<file path="config.mk">
export PLATFORM = sky130hd
export DESIGN_NAME = secs_rtc
export DESIGN_NICKNAME = d
export VERILOG_FILES = /design/src/rtl/rtc_pkg.sv /design/src/rtl/rtc_prescaler.sv /design/src/rtl/rtc_seconds.sv /design/src/rtl/rtc_alarm.sv /design/src/rtl/secs_rtc.sv
export SDC_FILE = /design/constraint.sdc
export NUM_CORES = 1
export LEC_CHECK = 0
export ABC_AREA = 1
export BUFFER_PORTS_ARGS = -buffer_cell sky130_fd_sc_hd__buf_2
export CAP_MARGIN = 20
export CORE_MARGIN = 1
export CORE_UTILIZATION = 60
export CTS_CLUSTER_SIZE = 20
export DETAILED_ROUTE_END_ITERATION = 6
export PLACE_DENSITY = 0.81
export SETUP_SLACK_MARGIN = 0.15
export SLEW_MARGIN = 10
export SYNTH_ARGS = -nofsm -noshare
export SYNTH_HDL_FRONTEND = slang
export SYNTH_HIERARCHICAL = 1
export SYNTH_SLANG_ARGS = --single-unit
export TNS_END_PERCENT = 10
</file>
<file path="constraint.sdc">
create_clock -name clk -period 2 [get_ports clk]
set_input_delay 0.1 -clock clk [delete_from_list [all_inputs] [get_ports clk]]
set_output_delay 0.1 -clock clk [all_outputs]
set_load 0.05 [all_outputs]
</file>
<file path="src/rtl/rtc_pkg.sv">
package rtc_pkg;

    localparam int unsigned SEC_W = 32;

    typedef enum logic [2:0] {
        RG_COUNT  = 3'd0,
        RG_ALARM  = 3'd1,
        RG_PRELD  = 3'd2,
        RG_ENABLE = 3'd3,
        RG_MASK   = 3'd4,
        RG_RAW    = 3'd5,
        RG_MASKED = 3'd6,
        RG_ACK    = 3'd7
    } rtc_reg_e;

    typedef struct packed {
        logic             preload;
        logic             alarm;
        logic             mask;
        logic             ack;
        logic [SEC_W-1:0] data;
    } rtc_wr_t;

    function automatic logic [SEC_W-1:0] flag_word(input logic b);
        return {{(SEC_W-1){1'b0}}, b};
    endfunction

endpackage

</file>
<file path="src/rtl/rtc_prescaler.sv">
module rtc_prescaler #(
    parameter int unsigned CLKS_PER_SEC = 100_000_000
) (
    input  logic clk,
    input  logic rst,
    input  logic restart,
    output logic tick
);
    localparam int unsigned PW = (CLKS_PER_SEC < 2) ? 1 : $clog2(CLKS_PER_SEC);
    localparam logic [PW-1:0] LAST = PW'(CLKS_PER_SEC - 1);

    logic [PW-1:0] phase_q;

    always_ff @(posedge clk) begin
        if (rst || restart) begin
            phase_q <= '0;
        end else if (phase_q == LAST) begin
            phase_q <= '0;
        end else begin
            phase_q <= phase_q + 1'b1;
        end
    end

    assign tick = (phase_q == LAST);
endmodule

</file>
<file path="src/rtl/rtc_seconds.sv">
module rtc_seconds
    import rtc_pkg::*;
(
    input  logic             clk,
    input  logic             rst,
    input  logic             load_en,
    input  logic [SEC_W-1:0] load_val,
    input  logic             tick,
    output logic [SEC_W-1:0] count,
    output logic [SEC_W-1:0] preload_q
);
    always_ff @(posedge clk) begin
        if (rst) begin
            count     <= '0;
            preload_q <= '0;
        end else if (load_en) begin
            count     <= load_val;
            preload_q <= load_val;
        end else if (tick) begin
            count     <= count + 1'b1;
        end
    end
endmodule

</file>
<file path="src/rtl/rtc_alarm.sv">
module rtc_alarm
    import rtc_pkg::*;
(
    input  logic             clk,
    input  logic             rst,
    input  rtc_wr_t          wr,
    input  logic [SEC_W-1:0] count,
    output logic [SEC_W-1:0] alarm_q,
    output logic             mask_q,
    output logic             raw_q,
    output logic             masked,
    output logic             irq_rise,
    output logic             hit
);
    logic armed_q;
    logic masked_prev_q;

    assign hit      = armed_q && (count == alarm_q);
    assign masked   = raw_q & mask_q;
    assign irq_rise = masked & ~masked_prev_q;

    always_ff @(posedge clk) begin
        if (rst) begin
            alarm_q       <= '0;
            mask_q        <= 1'b0;
            raw_q         <= 1'b0;
            armed_q       <= 1'b0;
            masked_prev_q <= 1'b0;
        end else begin
            if (wr.alarm) alarm_q <= wr.data;
            if (wr.mask)  mask_q  <= wr.data[0];
            if (wr.alarm || wr.preload) begin
                armed_q <= 1'b1;
            end else if (hit) begin
                armed_q <= 1'b0;
            end
            if (hit) begin
                raw_q <= 1'b1;
            end else if (wr.ack && (wr.data != '0)) begin
                raw_q <= 1'b0;
            end
            masked_prev_q <= masked;
        end
    end
endmodule

</file>
<file path="src/rtl/secs_rtc.sv">
module secs_rtc
    import rtc_pkg::*;
#(
    parameter int unsigned CLKS_PER_SEC = 100_000_000,
    parameter int unsigned ADDR_W       = 12
) (
    input  logic              clk,
    input  logic              rst,
    input  logic              bus_sel,
    input  logic              bus_wr,
    input  logic [ADDR_W-1:0] bus_addr,
    input  logic [SEC_W-1:0]  bus_wdata,
    output logic [SEC_W-1:0]  bus_rdata,
    output logic              irq,
    output logic              irq_rise
);
    logic             mapped;
    rtc_reg_e         reg_idx;
    rtc_wr_t          wr;
    logic             sec_tick;
    logic [SEC_W-1:0] sec_count;
    logic [SEC_W-1:0] preload_q;
    logic [SEC_W-1:0] alarm_q;
    logic             mask_q;
    logic             raw_q;
    logic             masked;
    logic             cmp_hit;

    assign mapped  = (bus_addr[ADDR_W-1:5] == '0) && (bus_addr[1:0] == 2'b00);
    assign reg_idx = rtc_reg_e'(bus_addr[4:2]);

    always_comb begin
        wr         = '0;
        wr.data    = bus_wdata;
        if (bus_sel && bus_wr && mapped) begin
            wr.preload = (reg_idx == RG_PRELD);
            wr.alarm   = (reg_idx == RG_ALARM);
            wr.mask    = (reg_idx == RG_MASK);
            wr.ack     = (reg_idx == RG_ACK);
        end
    end

    rtc_prescaler #(.CLKS_PER_SEC(CLKS_PER_SEC)) u_presc (
        .clk     (clk),
        .rst     (rst),
        .restart (wr.preload),
        .tick    (sec_tick)
    );

    rtc_seconds u_secs (
        .clk       (clk),
        .rst       (rst),
        .load_en   (wr.preload),
        .load_val  (wr.data),
        .tick      (sec_tick),
        .count     (sec_count),
        .preload_q (preload_q)
    );

    rtc_alarm u_alarm (
        .clk      (clk),
        .rst      (rst),
        .wr       (wr),
        .count    (sec_count),
        .alarm_q  (alarm_q),
        .mask_q   (mask_q),
        .raw_q    (raw_q),
        .masked   (masked),
        .irq_rise (irq_rise),
        .hit      (cmp_hit)
    );

    always_comb begin
        bus_rdata = '0;
        if (bus_sel && mapped) begin
            unique case (reg_idx)
                RG_COUNT:  bus_rdata = sec_count;
                RG_ALARM:  bus_rdata = alarm_q;
                RG_PRELD:  bus_rdata = preload_q;
                RG_ENABLE: bus_rdata = flag_word(1'b1);
                RG_MASK:   bus_rdata = flag_word(mask_q);
                RG_RAW:    bus_rdata = flag_word(raw_q);
                RG_MASKED: bus_rdata = flag_word(masked);
                RG_ACK:    bus_rdata = '0;
                default:   bus_rdata = '0;
            endcase
        end
    end

    assign irq = masked;
endmodule

</file>
Yosys cells after proc, flatten, opt, wreduce, memory -nomap -nowiden
Index checks and enable logic that the tools add are counted.
{"block": "totals", "reg_bits": 127, "latch_bits": 0, "ram_bits": 0, "rom_bits": 0, "out_inout_bits": 34, "elab_cells": 47, "n_memories": 0}
{"block": "op_classes", "n_addsub": 2, "multipliers": 0, "div": 0, "n_lt_le_gt_ge": 0, "eq_ne": 9, "shift": 0, "mux": 9, "n_bitwise": 3, "reduce_logical": 16}
{"operator": "32-bit case mux with 8 select lines", "count": 1}
{"operator": "32-bit two-way mux", "count": 3}
{"operator": "32-bit by 1-bit adder with 32-bit output (second input constant)", "count": 1}
{"operator": "32-bit equality test", "count": 1}
{"operator": "32-bit nonzero test", "count": 1}
{"operator": "27-bit by 1-bit adder with 27-bit output (second input constant)", "count": 1}
{"operator": "27-bit equality test (second input constant)", "count": 1}
{"operator": "3-bit equality test (second input constant)", "count": 4}
{"operator": "7-bit zero test", "count": 1}
{"operator": "3-bit by 2-bit equality test with 1-bit output (second input constant)", "count": 2}
{"operator": "1-bit logical AND", "count": 6}
{"operator": "2-bit nonzero test", "count": 3}
{"operator": "1-bit two-way mux", "count": 4}
{"operator": "4-bit two-way mux", "count": 1}
{"operator": "3-bit by 1-bit equality test with 1-bit output (second input constant)", "count": 1}
{"operator": "3-bit zero test", "count": 1}
{"operator": "1-bit bitwise AND", "count": 2}
{"operator": "2-bit zero test", "count": 1}
{"operator": "1-bit logical OR", "count": 2}
{"operator": "2-bit OR reduction", "count": 1}
{"operator": "1-bit inverter", "count": 1}

Depth between registers and ports, before layout
{"block": "depth", "ltp_word": 7, "mapped_depth": 13}

By module
Netlist, hierarchy kept.
{"module": "rtc_seconds", "n_inst": 1, "cells_each": 488, "area_each_um2": 3248.1, "seq_area_each_um2": 1281.2}
{"module": "rtc_alarm", "n_inst": 1, "cells_each": 259, "area_each_um2": 1841.8, "seq_area_each_um2": 720.7}
{"module": "rtc_prescaler", "n_inst": 1, "cells_each": 255, "area_each_um2": 1536.5, "seq_area_each_um2": 540.5}
{"module": "secs_rtc", "n_inst": 1, "cells_each": 219, "area_each_um2": 1266.2, "seq_area_each_um2": 0.0}

Worst setup path after synthesis
OpenSTA, ideal clock, no wires.
{"block": "synth_path", "kind": "flip-flop to flip-flop", "start": "reg u_presc.phase_q[0]", "end": "reg u_secs.count[4]", "setup_time_ns": 0.074, "arrival_time_ns": 1.704, "required_time_ns": 1.926, "path_slack_ns": 0.222, "stages_incl_launch_ff": 11, "n_path_buf": 1, "cell_sequence": "dfxtp_1 -> ha_1 -> nand3_1 -> nor2_1 -> nand2_1 -> nor2_1 -> inv_1 -> nor2_1 -> clkbuf_1 -> nand2_1 -> a31oi_1"}
{"block": "synth_via", "elab_chain_cells": 2}
{"element": "start, declared", "line": "rtc_prescaler.sv:12", "source": "logic [PW-1:0] phase_q;"}
{"element": "start signal, assigned", "line": "rtc_prescaler.sv:20", "source": "phase_q <= phase_q + 1'b1;"}
{"element": "27-bit equality test", "line": "rtc_prescaler.sv:24", "source": "assign tick = (phase_q == LAST);"}
{"element": "net sec_tick", "line": "secs_rtc.sv:20", "source": "logic sec_tick;"}
{"element": "2-bit nonzero test (no line)"}
{"element": "end signal, assigned", "line": "rtc_seconds.sv:17", "source": "count <= load_val;"}
{"element": "end signal, assigned", "line": "rtc_seconds.sv:20", "source": "count <= count + 1'b1;"}
{"element": "end, declared", "line": "rtc_seconds.sv:9", "source": "output logic [SEC_W-1:0] count,"}
The timed path passes the listed nets, and every way through them passes these cells.
A chain may end at the register's enable or synchronous reset.

Worst setup path after layout
{"block": "layout_path", "start": "reg u_presc.phase_q[5]", "end": "reg u_secs.count[30]"}
The elaborated chain is that of the path after synthesis.

==> results_dict.tcl <==
set metrics [dict create \
    outcome "completed" \
    setup_viol 0 \
    rsz0062_at_grt "true" \
    clock.fmax_mhz 562.9 \
    grtUsageTotal 0.3284 \
    critical_path.startpoint_type "flop" \
    ys_warn_count 6 \
    dp_hpwl_mm 14.93 \
    path_class "reg -> reg" \
    antenna_cells 0 \
    clock_skew_ps 8.252 \
    grt_pass1_vias 7529 \
    drt_iter0_drc 693 \
    initial_utilization 0.6201 \
    fin_ws_ps 223.5 \
    antenna_found_initial 0 \
    num_rows 41 \
    crit_path_cell_trace "nand2_1, inv_1, nand2_1, nor2_2, nand2_1, nor2_4, inv_1, nor2_2, buf_4, nand3_1, a21oi_1" \
    cp_data_required_time_ps 2350 \
    grt_max_degree 44 \
    min_path_type "in -> reg" \
    wl_per_cell_um 14.55 \
    crit_slowest_cell "dfxtp_1" \
    ctsHtreeMaxLevel 4 \
    power_density_mw_per_mm2 595.9 \
    synth_nets 1270 \
    worstPathArrival_ps 2120 \
    holdWs_ps 93.98 \
    finalSetupTns_ps 0 \
    synth_area_sq_mm 0.007889 \
    p_leak_nw 3.786 \
    die_y_um 116.7 \
    postSynthAreaPerCell_sq_um 6.466 \
    gr-total-overflow 0 \
    crit_fanout 14 \
    cp_common_cell "nand2_1" \
    syn_to_final_growth_pct 18.08 \
    design.die.area_sq_mm 0.01361 \
    num_vias 8244 \
    cap_violations 0 \
    power.total_mw 5.551 \
    core_sq_mm 0.01272 \
    drt_wl_total_mm 21.91 \
    root_buffer "clkbuf_16" \
    fin_util 0.7322 \
    cts.path.max_buffers 2 \
    max_stage_delay_ps 380 \
    finalCritPeriodShare 0.8883 \
    dieWidth_um 116.7 \
    crit_path_end_kind "flop" \
    cts_tree "built" \
    firstDrtPassIters 5 \
    tightest_slew_ps 522.6 \
    layout-drive-gt1-share 0.1634 \
    ant_nets 0 \
    drc 0 \
    min_period_ps 1777 \
    cts_buffers 17 \
    clk_pin_slew_ps 50 \
    dpl_worst_slack_ps 143.0 \
    cts_sinks 127 \
    drv_slew 0 \
    timing_hold_violations_final 0 \
    grt_first_pass_wirelength_mm 34.92 \
    io_buffers 81 \
    pin_count 82 \
    synthCells 1220 \
    nNetsFinal 1376 \
    place.gp.congestion 0.9883 \
    viasPerCell 5.474 \
    relSlewSlack 0.6516 \
    ir_drop_v 0.0004203 \
    clock_latency_ps 420 \
]
[what timing repair did]
action,in CTS,in global routing
hold endpoints to repair,55,0
resized for setup,1,14
buffers inserted,0,1
gates cloned,0,0
hold buffers,32,0
setup endpoints to repair,7,32
pin swaps,0,6
[layout make-up]
type                    count  area, sq um
repair buffers            139        973.4
well taps                 172        215.2
clock buffers              25        485.5
fillers                  1066         3407
clock inverters             2        10.01
flip-flops and latches    127         2550
multi-input cells         916         4609
inverters                 125        471.7
[metrics by stage]
stage / cells / area, sq um
4_1_cts: 1505 / 9275
2_1_floorplan: 1220 / 7889
3_5_place_dp: 1446 / 8457
6_report: 1506 / 9315
3_3_place_gp: 1446 / 8457
5_1_grt: 1506 / 9315
[critical path: cells and delay by family, from the launching register on]
family                 cells  cell delay (ps)
DFF                        1              380
AOI/OAI and AO/OA          1              140
and+or+nand+nor            7              810
buffers and inverters      3              370
[final timing paths]
path	from	cells past startpoint	to	slack (ps)
worst max-delay path	u_presc/phase_q[5]$_SDFF_PP0_	11	u_secs/count[30]$_SDFFE_PP0P_	220
worst min-delay path	rst	2	u_secs/preload_q[1]$_SDFFE_PP0P_	90
worst max register to register	u_presc/phase_q[5]$_SDFF_PP0_	11	u_secs/count[30]$_SDFFE_PP0P_	220
worst min register to register	u_presc/phase_q[0]$_SDFF_PP0_	1	u_presc/phase_q[0]$_SDFF_PP0_	410
[layout by cell type (no fill, tap or decap), types with 9 or more instances in the layout]
cell / instances
a211oi_1: 29
a21boi_0: 19
a21oi_1: 78
a21oi_2: 21
buf_2: 80
buf_4: 23
clkbuf_16: 17
dfxtp_1: 121
dlygate4sd3_1: 32
inv_1: 123
nand2_1: 381
nand3_1: 39
nand4_1: 10
nor2_1: 166
nor2_2: 33
nor2_4: 10
o211ai_1: 30
o21ai_0: 9
xnor2_1: 37
xor2_1: 14
[state kept, by name, indices dropped and copies added, names as in the netlist]
name / flops
u_presc/phase_q: 27
u_secs/count: 32
u_secs/preload_q: 32
u_alarm/raw_q: 1
u_alarm/armed_q: 1
u_alarm/alarm_q: 32
u_alarm/masked_prev_q: 1
u_alarm/mask_q: 1
[metal layers]
layer	vias up	GRT usage	wire [um]
met3	57	0.07317	1645
met2	374	0.5369	10050
li1	4082	-	-
met4	0	0.1350	527
met1	3731	0.4188	9685
met5	-	0	0
[power by group]
part | switching (mW) | internal [mW] | total [mW] | leakage [nW]
clock | 1.04 | 1.64 | 2.68 | 0.245
combinational | 0.197 | 0.128 | 0.325 | 2.52
sequential | 0.00438 | 2.54 | 2.54 | 1.03
Power figures use the tool's default switching activity.
